### config.mk
export PLATFORM = sky130hd
export DESIGN_NAME = bcd_rt_mult
export DESIGN_NICKNAME = d
export VERILOG_FILES = /design/src/rtl/bcd_rt_pkg.sv /design/src/rtl/bcd_to_bin.sv /design/src/rtl/bin_to_kilo.sv /design/src/rtl/kilo_to_bcd.sv /design/src/rtl/bcd_rt_mult.sv
export SDC_FILE = /design/constraint.sdc
export NUM_CORES = 2
export LEC_CHECK = 0
export ABC_AREA = 1
export ABC_CLOCK_PERIOD_IN_PS = 45300
export BUFFER_PORTS_ARGS = -buffer_cell sky130_fd_sc_hd__buf_4
export CORE_ASPECT_RATIO = 1.75
export CORE_MARGIN = 5
export CORE_UTILIZATION = 40
export CTS_CLUSTER_SIZE = 14
export DETAILED_ROUTE_END_ITERATION = 6
export PLACE_DENSITY = 0.57
export SYNTH_ARGS = -nofsm -noshare
export SYNTH_HDL_FRONTEND = slang
export SYNTH_HIERARCHICAL = 1
export SYNTH_SLANG_ARGS = --single-unit
### constraint.sdc
create_clock -name clk -period 45.3 [get_ports clk]
set_clock_uncertainty 0.2 [all_clocks]
set_input_delay 9.06 -clock clk [delete_from_list [all_inputs] [get_ports clk]]
set_output_delay 9.06 -clock clk [all_outputs]
set_load 0.01 [all_outputs]
### src/rtl/bcd_rt_pkg.sv
package bcd_rt_pkg;
  localparam int SLICE_W = 10;  // binary slice per Horner step (radix 1024)
  localparam int KILO_W  = 10;  // bits of one base-1000 digit
  localparam int KILO_BCD = 3;  // BCD digits per base-1000 digit

  function automatic longint unsigned pow10(input int n);
    longint unsigned r;
    r = 1;
    for (int i = 0; i < n; i++) r = r * 10;
    return r;
  endfunction
endpackage

### src/rtl/bcd_to_bin.sv
module bcd_to_bin #(
  parameter int DIGITS = 5,
  parameter int BIN_W  = 17
) (
  input  logic [4*DIGITS-1:0] bcd,
  output logic [BIN_W-1:0]    bin
);
  // Horner walk from the top digit: acc = acc*10 + digit, *10 = (x<<3)+(x<<1)
  function automatic logic [BIN_W-1:0] horner(input logic [4*DIGITS-1:0] v);
    logic [BIN_W-1:0] acc;
    acc = '0;
    for (int i = DIGITS - 1; i >= 0; i--) begin
      acc = (acc << 3) + (acc << 1) + BIN_W'(v[4*i +: 4]);
    end
    return acc;
  endfunction

  always_comb bin = horner(bcd);
endmodule

### src/rtl/bin_to_kilo.sv
module bin_to_kilo
  import bcd_rt_pkg::*;
#(
  parameter int PROD_W = 34,
  parameter int KD     = 4
) (
  input  logic [PROD_W-1:0]    bin,
  output logic [KD*KILO_W-1:0] kilo
);
  localparam int NSLICE = (PROD_W + SLICE_W - 1) / SLICE_W;

  // acc <- acc*1024 + slice, done digit-wise as acc*1000 + acc*24 + slice
  function automatic logic [KD*KILO_W-1:0] regroup(input logic [PROD_W-1:0] v);
    logic [NSLICE*SLICE_W-1:0] ext;
    logic [KILO_W-1:0] dig [KD];
    logic [15:0] t;
    logic [15:0] carry;
    logic [15:0] below;
    logic [15:0] save;
    logic [KD*KILO_W-1:0] packed_out;
    ext = '0;
    ext[PROD_W-1:0] = v;
    for (int j = 0; j < KD; j++) dig[j] = '0;
    for (int s = NSLICE - 1; s >= 0; s--) begin
      carry = '0;
      below = 16'(ext[s*SLICE_W +: SLICE_W]);
      for (int j = 0; j < KD; j++) begin
        save  = 16'(dig[j]);
        t     = save * 16'd24 + below + carry;
        dig[j] = KILO_W'(t % 16'd1000);
        carry = t / 16'd1000;
        below = save;
      end
    end
    for (int j = 0; j < KD; j++) packed_out[j*KILO_W +: KILO_W] = dig[j];
    return packed_out;
  endfunction

  always_comb kilo = regroup(bin);
endmodule

### src/rtl/kilo_to_bcd.sv
module kilo_to_bcd
  import bcd_rt_pkg::*;
#(
  parameter int NDIG = 3
) (
  input  logic [KILO_W-1:0] kval,
  output logic [4*NDIG-1:0] bcd
);
  localparam int SW = KILO_W + 4 * KILO_BCD;

  // shift-and-add-3: correct each BCD nibble >= 5 before every shift
  function automatic logic [4*NDIG-1:0] dabble(input logic [KILO_W-1:0] v);
    logic [SW-1:0] s;
    s = '0;
    s[KILO_W-1:0] = v;
    for (int it = 0; it < KILO_W; it++) begin
      for (int k = 0; k < KILO_BCD; k++) begin
        if (s[KILO_W + 4*k +: 4] >= 4'd5)
          s[KILO_W + 4*k +: 4] = s[KILO_W + 4*k +: 4] + 4'd3;
      end
      s = s << 1;
    end
    return s[KILO_W +: 4*NDIG];
  endfunction

  always_comb bcd = dabble(kval);
endmodule

### src/rtl/bcd_rt_mult.sv
module bcd_rt_mult
  import bcd_rt_pkg::*;
#(
  parameter int DIGITS = 5,
  parameter int BIN_W  = 17
) (
  input  logic                  clk,
  input  logic                  rst_n,
  input  logic                  op_valid,
  input  logic [4*DIGITS-1:0]   op_a,
  input  logic [4*DIGITS-1:0]   op_b,
  output logic                  prod_valid,
  output logic [8*DIGITS-1:0]   prod_bcd
);
  localparam int PROD_W     = 2 * BIN_W;
  localparam int OUT_DIGITS = 2 * DIGITS;
  localparam int KD         = (OUT_DIGITS + KILO_BCD - 1) / KILO_BCD;
  localparam longint unsigned MAX_OP   = pow10(DIGITS) - 1;
  localparam longint unsigned MAX_PROD = MAX_OP * MAX_OP;

  // named internal events for the checks
  logic [BIN_W-1:0]         a_bin, b_bin;
  logic [PROD_W-1:0]        prod_bin_d;
  logic                     s1_valid;
  logic [PROD_W-1:0]        s1_prod;
  logic [KD*KILO_W-1:0]     kilo;
  logic [4*OUT_DIGITS-1:0]  bcd_d;

  bcd_to_bin #(.DIGITS(DIGITS), .BIN_W(BIN_W)) u_cvt_a (.bcd(op_a), .bin(a_bin));
  bcd_to_bin #(.DIGITS(DIGITS), .BIN_W(BIN_W)) u_cvt_b (.bcd(op_b), .bin(b_bin));

  assign prod_bin_d = PROD_W'(a_bin) * PROD_W'(b_bin);

  // stage 1: binary product
  always_ff @(posedge clk) begin
    if (!rst_n) begin
      s1_valid <= 1'b0;
      s1_prod  <= '0;
    end else begin
      s1_valid <= op_valid;
      if (op_valid) s1_prod <= prod_bin_d;
    end
  end

  bin_to_kilo #(.PROD_W(PROD_W), .KD(KD)) u_regroup (.bin(s1_prod), .kilo(kilo));

  for (genvar g = 0; g < KD; g++) begin : g_expand
    localparam int ND = (g == KD - 1) ? (OUT_DIGITS - KILO_BCD * g) : KILO_BCD;
    logic [4*ND-1:0] grp;
    kilo_to_bcd #(.NDIG(ND)) u_dab (.kval(kilo[g*KILO_W +: KILO_W]), .bcd(grp));
    assign bcd_d[4*KILO_BCD*g +: 4*ND] = grp;
  end

  // stage 2: BCD result
  always_ff @(posedge clk) begin
    if (!rst_n) begin
      prod_valid <= 1'b0;
      prod_bcd   <= '0;
    end else begin
      prod_valid <= s1_valid;
      if (s1_valid) prod_bcd <= bcd_d;
    end
  end

  // ---------------- assertions ----------------
  p_bin_range_r1: assert property (@(posedge clk) disable iff (!rst_n)
    op_valid |-> (64'(a_bin) <= MAX_OP) && (64'(b_bin) <= MAX_OP));

  p_prod_bound_r2: assert property (@(posedge clk) disable iff (!rst_n)
    s1_valid |-> 64'(s1_prod) <= MAX_PROD);

  p_s1_follow_r5: assert property (@(posedge clk) disable iff (!rst_n)
    s1_valid == $past(op_valid));

  p_out_follow_r3: assert property (@(posedge clk) disable iff (!rst_n)
    prod_valid == $past(s1_valid));

  p_zero_r6: assert property (@(posedge clk) disable iff (!rst_n)
    (op_valid && (a_bin == '0 || b_bin == '0)) |=> s1_prod == '0);

  p_hold_r9: assert property (@(posedge clk) disable iff (!rst_n)
    !s1_valid |=> $stable(prod_bcd));

  for (genvar k = 0; k < KD; k++) begin : g_kchk
    p_kilo_range_r2: assert property (@(posedge clk) disable iff (!rst_n)
      s1_valid |-> kilo[k*KILO_W +: KILO_W] < KILO_W'(1000));
  end

  for (genvar d = 0; d < OUT_DIGITS; d++) begin : g_dchk
    p_digit_range_r4: assert property (@(posedge clk) disable iff (!rst_n)
      prod_valid |-> prod_bcd[4*d +: 4] <= 4'd9);
  end
endmodule

==> summary.md <==
| Metric | Value |
|---|---|
| Die H | between 300 and 400 um |
| Routed Antenna Nets | 0 |
| Worst-Margin Slew | 1.208 ns |
| Initial DRC Count | between 900 and 1,000 |
| Synth Area in XOR/XNOR | 0.06113 |
| Number of cells upsized or downsized after cts | 0 |
| Drc violations | 0 |
| Run status | finished clean |
| Most frequent cells in the layout | nand2_1 (1,270), inv_1 (1,057), ha_1 (432) |
| Worst Setup Start Kind | register |
| WL per Instance | between 10 and 15 um |
| NumNets Final | between 5,000 and 6,000 |
| RePlAce Congestion | a little over 0.9 |
| Unique cell type count in the Yosys netlist | 79 |
| Worst path required time | between 40 and 50 ns |
| CP max-delay cell | dfxtp_1 |
| Crit. End Element | register |
| Slew headroom | 0.1942 |
| Core area | approximately 0.085 mm2 |
| Post-CTS setup buffer count | 0 |
| Root buffer cell | clkbuf_16 |
| Via/cell ratio | 4.893 |
| Initial antenna violation count | 0 |
| Commonest non-fill, non-tap cell in the layout | nand2_1 |
| Dpl hpwl | between 70,000 and 80,000 um |
| Max-slew violation total from the final report | 0 |
| Crit path top cell by count | nand2_1 |
| Yosys top cell by area | ha_1 |
| Critical Path AT | between 30 and 40 ns |
| Post-synthesis mux area share | 0 |
| Core Util, Final | 0.4247 |
| GRT Overall Usage | 0.1951 |
| Bufs on Longest Clock Path | 2 |
| Yosys warning total | 6 |
| Total congestion overflow | 0 |
| Mean post-synth cell area | ~6.6 um2 |
| Area Growth Syn to Fin | 5.967% |
| CTS tree | done |
| Antenna Cells | 0 |
| EDFF count, synth | 0 |
| Largest net degree at the start of global routing | 63 |
| Synthesized cell area | around 0.034 mm2 |
| CTS H-tree depth | 3 |
| Hold buffer count at CTS | 0 |
| RSZ-0062 raised after global routing | false |
| Largest cells by area after synthesis | ha_1 (16%), fa_1 (16%), nand2_1 (14%) |
| #FFs+latches synth | between 70 and 80 |
| Drt first pass iters | 5 |
| Compound-cell area share of the yosys netlist | 0.07827 |
| I/O pin cnt | 84 |
| Hold Path Class | reg2reg |
| Crit share post-route | 0.7418 |
| Synth Area in Adders | 0.3134 |
| Vias in the first global route | 32,120 |
| Sequential area share after synthesis | 0.04451 |
| TritonCTS sink count | 76 |
| Achievable frequency | approximately 30 MHz |
| Final Hold Viols | 0 |
| Initial Util | 0.4008 |
| First-pass GRT wire length | about 150,000 um |
| Setup_tns | 0 ns |
| Die X | roughly 230 um |
| Critical path class | reg2reg |
| Fraction of the mapped netlist area in simple logic gates | 0.3635 |
| CTS buffer count | 9 |
| Final Critical Period | approximately 34 ns |
| Crit-path max FO | 18 |
| Drt total wl | between 80,000 and 90,000 um |
| DIE AREA | approximately 0.09 mm2 |
| Share of cells above drive strength 1 | 0.1441 |
| Clock latency on the worst-skew pair | 0.38 ns |
| MaxCap Viol Count | 0 |
| Ys flop type | dfxtp_1 |
| # rows | between 100 and 150 |
| CP max stage delay | between 0.4 and 0.5 ns |
| Clock slew at reported path FFs | 0.08 ns |
| Vias | 30,750 |
| Largest family of logic cells by synthesized area | simple AND/OR/NAND/NOR gates |
| Ys async rst share | 0 |
| Yosys top cell area share | 0.1581 |
| PortBufs | 83 |
| Final setup vio count | 0 |
| Hold slack | around 0.28 ns |
| Mapped Cells | ~5,200 |
-- registers in the layout, indices dropped and copies added, names as in the netlist --
register,count
s1_valid,1
s1_prod,34
prod_bcd,40
prod_valid,1
-- worst max-delay path: cells and delay by family, from the launching register on --
kind	cells	cell delay, ns
XOR/XNOR	8	1.58
AND/OR/NAND/NOR	158	19.50
AO/OA/AOI/OAI	27	4.46
flip-flops	1	0.47
buffers and inverters	36	2.65
adder cells (fa/ha/maj)	19	4.53
-- cell families (layout without fill, tap and decap cells) --
kind of cell / count (synthesis) / after routing
buffers and inverters: 1228 / 1242
DFF: 76 / 76
other: 2 / 8
and+or+nand+nor: 2524 / 2524
xor gates and xnor gates: 230 / 230
adders and majority gates: 697 / 697
AOI/OAI and AO/OA: 427 / 427
-- metrics by stage --
stage	cell area, um2	setup slack, ns	instances
after CTS	36220	11.60	6284
after global routing	36220	7.042	6284
final	36220	11.70	6284
after floorplan	34200	16.00	5190
after detailed placement	35920	11.75	6268
after global placement	35920	12.72	6268
-- cell usage after synthesis, types with 4 or more instances --
cell type	instances
clkinv_1	4
o21bai_1	17
inv_2	55
dfxtp_1	76
xnor2_1	65
or2_2	17
a21oi_4	7
o21ai_2	17
nand3b_1	12
or2_0	4
or2_1	7
nand2_2	241
fa_1	265
nor4_1	6
nand3_1	348
o22ai_1	8
o211ai_1	5
nand2_1	1270
a21oi_2	14
and2_1	6
a21oi_1	153
o311ai_0	5
nor2_4	20
a21o_1	13
nand3_4	15
nand4_1	40
nor2_1	326
clkbuf_1	86
o2111ai_1	5
o21ai_1	24
nor2_2	34
a31oi_1	4
nand2_4	65
nor3_1	8
ha_1	432
nand3_2	83
o31ai_1	6
xor2_2	5
o21bai_2	4
buf_4	13
nand2_8	4
o21bai_4	4
inv_1	1057
o21ai_0	122
xor2_1	158
-- routing by layer --
metal  wire length [um]  GRT usage  share of wire  vias to the layer above
met4               4657    0.08687          0.053                        0
met3               1714    0.01301          0.019                      212
met1              29530     0.1734           0.33                    14230
li1                   -          -              -                    15900
met5                  0          0              0                        -
met2              52510     0.4281           0.59                      414
-- path summary, 6_finish.rpt --
check                            startpoint      endpoint  slack [ns]  depth (start not counted)
worst max-delay path            s1_prod[32]  prod_bcd[34]       11.70                        248
worst min-delay path            s1_prod[17]   s1_prod[17]        0.28                          2
worst max register to register  s1_prod[32]  prod_bcd[34]       11.70                        248
worst min register to register  s1_prod[17]   s1_prod[17]        0.28                          2
-- final cells by class --
cell class | count | area (um2)
clock buffers | 10 | 229.0
clock inverters | 6 | 72.57
fillers | 9173 | 49060
inverters | 1121 | 4222
multi-input cells | 3886 | 28030
flip-flops and latches | 76 | 1521
well taps | 1080 | 1351
repair buffers | 105 | 788.3
Power is left out: the tool's default activity adds up to more than one toggle a clock period on the data nets, which glitch-free logic cannot reach.
